[src/rtl/ctl3w_pkg.sv]
package ctl3w_pkg;
  localparam int unsigned BYTE_W = 8;

  typedef enum logic [1:0] {
    BANK_NONE = 2'd0,
    BANK_DATA = 2'd1,
    BANK_STAT = 2'd2
  } bank_e;

  // address byte bank codes
  localparam logic [1:0] SEL_DATA = 2'b00;
  localparam logic [1:0] SEL_STAT = 2'b10;

  // DATA bank register codes (byte bits 7..6)
  localparam logic [1:0] DREG_VOL = 2'b00;
  localparam logic [1:0] DREG_DEM = 2'b10;
  localparam logic [1:0] DREG_PWR = 2'b11;
  localparam logic [1:0] SREG_SYS = 2'b00;

  typedef struct packed {
    logic [1:0] clk_sel;
    logic [2:0] fmt;
    logic       dc_en;
    logic [5:0] vol;
    logic [1:0] deemph;
    logic       mute;
    logic       adc_en;
    logic       dac_en;
  } cfg_t;

  localparam cfg_t CFG_RST = '0;
endpackage

[src/rtl/ctl3w_sync.sv]
module ctl3w_sync #(
  parameter int unsigned WIDTH  = 3,
  parameter int unsigned STAGES = 2
) (
  input  logic             clk_i,
  input  logic             rst_ni,
  input  logic [WIDTH-1:0] rst_val_i,
  input  logic [WIDTH-1:0] d_i,
  output logic [WIDTH-1:0] q_o
);
  logic [WIDTH-1:0] chain_q [STAGES];

  always_ff @(posedge clk_i or negedge rst_ni) begin
    if (!rst_ni) begin
      for (int s = 0; s < STAGES; s++) chain_q[s] <= rst_val_i;
    end else begin
      chain_q[0] <= d_i;
      for (int s = 1; s < STAGES; s++) chain_q[s] <= chain_q[s-1];
    end
  end

  assign q_o = chain_q[STAGES-1];
endmodule

[src/rtl/ctl3w_shifter.sv]
module ctl3w_shifter
  import ctl3w_pkg::*;
(
  input  logic              clk_i,
  input  logic              rst_ni,
  input  logic              sclk_i,
  input  logic              smode_i,
  input  logic              sdat_i,
  output logic              byte_vld_o,
  output logic [BYTE_W-1:0] byte_o,
  output logic              mode_o
);
  localparam int unsigned CNT_W = $clog2(BYTE_W);
  localparam logic [CNT_W-1:0] LAST_BIT = CNT_W'(BYTE_W - 1);

  logic              clk_q, mode_q;
  logic [CNT_W-1:0]  cnt_q;
  logic [BYTE_W-1:0] sr_q;
  logic              rise, mode_chg;
  logic [BYTE_W-1:0] sr_nxt;

  assign rise     = sclk_i & ~clk_q;
  assign mode_chg = smode_i ^ mode_q;
  assign sr_nxt   = {sdat_i, sr_q[BYTE_W-1:1]};

  always_ff @(posedge clk_i or negedge rst_ni) begin
    if (!rst_ni) begin
      clk_q      <= 1'b1;  // bus clock idles high
      mode_q     <= 1'b1;
      cnt_q      <= '0;
      sr_q       <= '0;
      byte_vld_o <= 1'b0;
      byte_o     <= '0;
      mode_o     <= 1'b1;
    end else begin
      clk_q      <= sclk_i;
      mode_q     <= smode_i;
      byte_vld_o <= 1'b0;
      if (mode_chg) begin
        // mode change drops a partial byte
        cnt_q <= '0;
      end else if (rise) begin
        sr_q <= sr_nxt;
        if (cnt_q == LAST_BIT) begin
          cnt_q      <= '0;
          byte_vld_o <= 1'b1;
          byte_o     <= sr_nxt;
          mode_o     <= smode_i;
        end else begin
          cnt_q <= cnt_q + 1'b1;
        end
      end
    end
  end
endmodule

[src/rtl/ctl3w_decode.sv]
module ctl3w_decode
  import ctl3w_pkg::*;
#(
  parameter logic [5:0] DEV_ADDR = 6'b000101
) (
  input  logic              clk_i,
  input  logic              rst_ni,
  input  logic              byte_vld_i,
  input  logic [BYTE_W-1:0] byte_i,
  input  logic              mode_i,
  output bank_e             bank_o,
  output cfg_t              cfg_o
);
  always_ff @(posedge clk_i or negedge rst_ni) begin
    if (!rst_ni) begin
      bank_o <= BANK_NONE;
      cfg_o  <= CFG_RST;
    end else if (byte_vld_i) begin
      if (!mode_i) begin
        if (byte_i[7:2] != DEV_ADDR) begin
          bank_o <= BANK_NONE;
        end else begin
          case (byte_i[1:0])
            SEL_DATA: bank_o <= BANK_DATA;
            SEL_STAT: bank_o <= BANK_STAT;
            default:  bank_o <= BANK_NONE;
          endcase
        end
      end else begin
        case (bank_o)
          BANK_DATA: begin
            case (byte_i[7:6])
              DREG_VOL: cfg_o.vol <= byte_i[5:0];
              DREG_DEM: begin
                cfg_o.deemph <= byte_i[4:3];
                cfg_o.mute   <= byte_i[2];
              end
              DREG_PWR: begin
                cfg_o.adc_en <= byte_i[1];
                cfg_o.dac_en <= byte_i[0];
              end
              default: ;
            endcase
          end
          BANK_STAT: begin
            if (byte_i[7:6] == SREG_SYS) begin
              cfg_o.clk_sel <= byte_i[5:4];
              cfg_o.fmt     <= byte_i[3:1];
              cfg_o.dc_en   <= byte_i[0];
            end
          end
          default: ;
        endcase
      end
    end
  end
endmodule

[src/rtl/ctl3w_port.sv]
module ctl3w_port
  import ctl3w_pkg::*;
#(
  parameter logic [5:0]  DEV_ADDR    = 6'b000101,
  parameter int unsigned SYNC_STAGES = 2
) (
  input  logic       clk_i,
  input  logic       rst_ni,
  input  logic       bus_clk_i,
  input  logic       bus_mode_i,
  input  logic       bus_dat_i,
  output logic [1:0] clk_sel_o,
  output logic [2:0] fmt_o,
  output logic       dc_en_o,
  output logic [5:0] vol_o,
  output logic [1:0] deemph_o,
  output logic       mute_o,
  output logic       adc_en_o,
  output logic       dac_en_o
);
  logic [2:0]        bus_sync;
  logic              byte_vld;
  logic [BYTE_W-1:0] byte_q;
  logic              byte_mode;
  bank_e             bank;
  cfg_t              cfg;

  // order: {clk, mode, data}; clock and mode idle high
  ctl3w_sync #(.WIDTH(3), .STAGES(SYNC_STAGES)) i_sync (
    .clk_i     (clk_i),
    .rst_ni    (rst_ni),
    .rst_val_i (3'b110),
    .d_i       ({bus_clk_i, bus_mode_i, bus_dat_i}),
    .q_o       (bus_sync)
  );

  ctl3w_shifter i_shifter (
    .clk_i      (clk_i),
    .rst_ni     (rst_ni),
    .sclk_i     (bus_sync[2]),
    .smode_i    (bus_sync[1]),
    .sdat_i     (bus_sync[0]),
    .byte_vld_o (byte_vld),
    .byte_o     (byte_q),
    .mode_o     (byte_mode)
  );

  ctl3w_decode #(.DEV_ADDR(DEV_ADDR)) i_decode (
    .clk_i      (clk_i),
    .rst_ni     (rst_ni),
    .byte_vld_i (byte_vld),
    .byte_i     (byte_q),
    .mode_i     (byte_mode),
    .bank_o     (bank),
    .cfg_o      (cfg)
  );

  assign clk_sel_o = cfg.clk_sel;
  assign fmt_o     = cfg.fmt;
  assign dc_en_o   = cfg.dc_en;
  assign vol_o     = cfg.vol;
  assign deemph_o  = cfg.deemph;
  assign mute_o    = cfg.mute;
  assign adc_en_o  = cfg.adc_en;
  assign dac_en_o  = cfg.dac_en;
endmodule

[config.mk]
export PLATFORM = sky130hd
export DESIGN_NAME = ctl3w_port
export DESIGN_NICKNAME = d
export VERILOG_FILES = /design/src/rtl/ctl3w_pkg.sv /design/src/rtl/ctl3w_sync.sv /design/src/rtl/ctl3w_shifter.sv /design/src/rtl/ctl3w_decode.sv /design/src/rtl/ctl3w_port.sv
export SDC_FILE = /design/constraint.sdc
export NUM_CORES = 1
export LEC_CHECK = 0
export BUFFER_PORTS_ARGS = -buffer_cell sky130_fd_sc_hd__buf_2
export CAP_MARGIN = 20
export CORE_ASPECT_RATIO = 1.1
export CORE_MARGIN = 3
export CORE_UTILIZATION = 51
export DETAILED_ROUTE_END_ITERATION = 16
export GPL_TIMING_DRIVEN = 0
export PLACE_DENSITY = 0.72
export SYNTH_ARGS = -nofsm -noshare
export SYNTH_HDL_FRONTEND = slang
export SYNTH_SLANG_ARGS = --single-unit
[constraint.sdc]
create_clock -name clk_i -period 2.49 [get_ports clk_i]
set_input_delay 0.249 -clock clk_i [delete_from_list [all_inputs] [get_ports clk_i]]
set_output_delay 0.249 -clock clk_i [all_outputs]
set_load 0.02 [all_outputs]
==> impl_metrics.py <==
metrics = {
    "outcome": {
        "outcome": "finished, final reports clean",
    },
    "critical_path": {
        "max_stage_delay_ns": 0.71,
        "critPathLaunchType": "flip-flop",
        "worstSetupPathType": "flip-flop to flip-flop",
        "cp_data_required_time_ns": 2.74,
        "path_buf_inv": 0,
        "r2r_setup_slack_ns": 0.56,
        "cp_top_family": "simple AND/OR/NAND/NOR gates",
        "crit_arrival_ns": 2.18,
        "crit_path_max_fanout": 6,
        "reg2reg_depth": 3,
        "cp_num_cells": 3,
        "crit_slowest_cell": "nor3_1",
        "crit_chain": "nand4b_1 -> nor3_1 -> mux2_2",
        "worstReg2RegStart": "i_shifter.mode_o$_DFFE_PN1P_",
        "end_kind": "flip-flop",
        "rr_endpoint": "i_decode.cfg_o[16]$_DFFE_PN0P_",
    },
    "placement": {
        "port-buffer-count": 21,
        "place_area_mm2": 0.001931,
        "dp_cells": 179,
        "place.gp.congestion": 0.7231,
        "hpwl_um": 1888,
    },
    "pwr": {
        "p_sw_share_pct": 21.75,
        "power_w": 0.001422,
        "p_int_w": 0.001113,
        "p_clk_share_pct": 33.2,
        "ir_drop_v": 0.0005221,
        "p_switching_w": 0.0003093,
        "p_comb_share_pct": 6.3,
        "p_seq_share_pct": 60.5,
        "powerDensity_mw_per_mm2": 684.6,
        "p_leak_nw": 1.060,
    },
    "detailed_routing": {
        "wl_per_cell_um": 14.46,
        "first_pass_iters": 3,
        "drt_iter0_markers": 25,
        "drc_errors": 0,
        "routed_wl_um": 2776,
        "via_per_inst": 5.073,
        "ant_nets": 0,
        "vias": 974,
    },
    "synthesis": {
        "synth_mux_area_share_pct": 22.72,
        "avgSynthCellArea_um2": 15.79,
        "synth_xor_area_share_pct": 0.4954,
        "syn_area_mm2": 0.001768,
        "synth_cell_types": 20,
        "yosys.area_share.adder_pct": 1.415,
        "yosys_warnings": 0,
        "seq_area_frac_synth_pct": 67.02,
        "synthSimpleGateAreaFrac_pct": 6.936,
        "synthCells": 112,
        "synth_top_family_by_area": "multiplexers",
        "synth_seq_cells": 47,
        "synth_compound_area_share_pct": 0.5662,
        "synth_nets": 119,
    },
    "cells_and_area": {
        "finish.utilization_pct": 65.33,
        "final_cells": 192,
        "final_cell_mix": "40 x dfrtp_1, 33 x mux2_2, 21 x buf_2",
        "final_area_mm2": 0.002077,
        "syn2layout_area_growth_pct": 17.48,
        "final_common_cell": "dfrtp_1",
        "final_nets": 152,
        "drive_above_1_share_pct": 49.32,
        "antenna_cells": 0,
    },
    "grt": {
        "grt_use_total_pct": 15.56,
        "antenna_found_initial": 0,
        "grt_use_met2_pct": 25.00,
        "met1_usage_pct": 19.30,
        "grt_pass1_vias": 1035,
        "overflow": 0,
        "grt.busiest_layer": "met2",
        "grt_pass1_wl_um": 4905,
        "grtUsageMet3_pct": 5.158,
        "grt_max_degree": 48,
    },
    "floorplan": {
        "die_area_mm2": 0.004210,
        "dieWidth_um": 62.14,
        "initial_utilization_pct": 55.61,
        "ios": 22,
        "rows": 21,
        "core-area_mm2": 0.003179,
        "die_y_um": 67.75,
    },
    "sta": {
        "max_freq_mhz": 518.7,
        "hold_viol_final": 0,
        "maxSlewViolCount": 0,
        "setup_violations": 0,
        "min_period_ns": 1.928,
        "worst_slew_margin_rel_pct": 39.09,
        "worst_pin_slew_ns": 0.9067,
        "fin_crit_sh_pct": 77.42,
        "clock-skew-final_ns": 0.004455,
        "rsz0062_at_grt": "no",
        "setup_tns_ns": 0,
    },
    "cts": {
        "post_cts_buffers": 0,
        "clk_latency_ns": 0.36,
        "cts_tree": "yes",
        "cts.path.max_buffers": 2,
        "cts-buffers-inserted": 5,
        "cts_root_buf": "clkbuf_4",
        "htreeDepth": 2,
        "cts_sinks": 47,
        "clk_pin_slew_ns": 0.13,
    },
    "min_path": {
        "hp-class": "primary input to asynchronous set/reset pin",
    },
    "job": {
        "drv_cap": 0,
    },
}
## cells in the mapped netlist, drive strengths merged
master	number	share of area, %
ha	2	1.4
nand2b	2	0.71
or4	1	0.42
nand3b	1	0.42
mux2i	3	1.7
xor2	1	0.50
dfstp	7	10
clkbuf	2	0.42
o21ai	2	0.57
dfrtp	40	57
nor3	2	1.2
or3	2	0.71
mux2	33	21
nor2	6	1.4
inv	2	0.42
nand2	3	0.64
nor3b	1	0.42
nand4b	2	0.99
## area by class of cell
type | instances | area, µm²
flip-flops and latches | 47 | 1185
fillers | 254 | 1102
multi-input cells | 61 | 568.0
repair buffers | 26 | 165.2
well taps | 46 | 57.56
clock buffers | 6 | 51.30
clock inverters | 2 | 35.03
plain buffers | 2 | 7.507
inverters | 2 | 7.507
## worst max-delay path by stage
stage               slack [ns]                             end                         start
floorplan                 0.89  i_decode.cfg_o[11]$_DFFE_PN0P_  i_shifter.mode_o$_DFFE_PN1P_
global placement          0.63  i_decode.cfg_o[13]$_DFFE_PN0P_  i_shifter.mode_o$_DFFE_PN1P_
detailed placement        0.62  i_decode.cfg_o[12]$_DFFE_PN0P_  i_shifter.mode_o$_DFFE_PN1P_
CTS                       0.58  i_decode.cfg_o[16]$_DFFE_PN0P_  i_shifter.mode_o$_DFFE_PN1P_
global route              0.42  i_decode.cfg_o[14]$_DFFE_PN0P_  i_shifter.mode_o$_DFFE_PN1P_
finish                    0.56  i_decode.cfg_o[16]$_DFFE_PN0P_  i_shifter.mode_o$_DFFE_PN1P_
## power groups by stage
stage | clock (W) | combinational [W] | sequential (W)
2_1_floorplan | 0 | 0.0000582 | 0.000861
3_3_place_gp | 0 | 0.0000789 | 0.000870
3_5_place_dp | 0 | 0.0000837 | 0.000875
4_1_cts | 0.000487 | 0.0000887 | 0.000860
5_1_grt | 0.000514 | 0.000101 | 0.000867
6_report | 0.000472 | 0.0000900 | 0.000860
## kinds of logic after synthesis
| logic type | Yosys count |
|---|---|
| buffers and inverters | 4 |
| XOR/XNOR | 1 |
| flip-flops | 47 |
| adder cells (fa/ha/maj) | 2 |
| multiplexers | 36 |
| AO/OA/AOI/OAI | 2 |
| AND/OR/NAND/NOR | 20 |
## registers in the layout, indices dropped and copies added (netlist names)
signal                cells
i_shifter.sr_q            7
i_decode.bank_o           2
i_shifter.mode_o          1
i_shifter.clk_q           1
i_shifter.mode_q          1
i_shifter.byte_vld_o      1
i_sync.q_o                3
i_shifter.byte_o          8
i_decode.cfg_o           17
i_sync.chain_q            3
i_shifter.cnt_q           3
## metrics by stage
| step | hold slack [ns] | worst slack (ns) |
|---|---|---|
| 4_1_cts | 0.05916 | 0.5840 |
| 3_5_place_dp | 0.3386 | 0.6198 |
| 5_1_grt | 0.2650 | 0.4179 |
| 3_3_place_gp | 0.3344 | 0.6332 |
| 6_report | 0.2636 | 0.5622 |
| 2_1_floorplan | -0.04659 | 0.8907 |
## what timing repair did
action / 4_1_cts / 5_1_grt
endpoints found under the hold margin: 3 / 9
resized for setup: 0 / 0
hold buffers: 3 / 1
## worst register-to-register path, cell delays in order, from the launching register on
cell and delay (ns):
dfstp_2 0.58, nand4b_1 0.12, nor3_1 0.71, mux2_2 0.42
## layer usage
layer / routed length [µm] / up-vias
li1: - / 458
met1: 1257 / 496
met2: 1372 / 15
met3: 96 / 5
met4: 51 / 0
met5: 0 / -
Note: power is estimated with default switching activity, not from simulation.
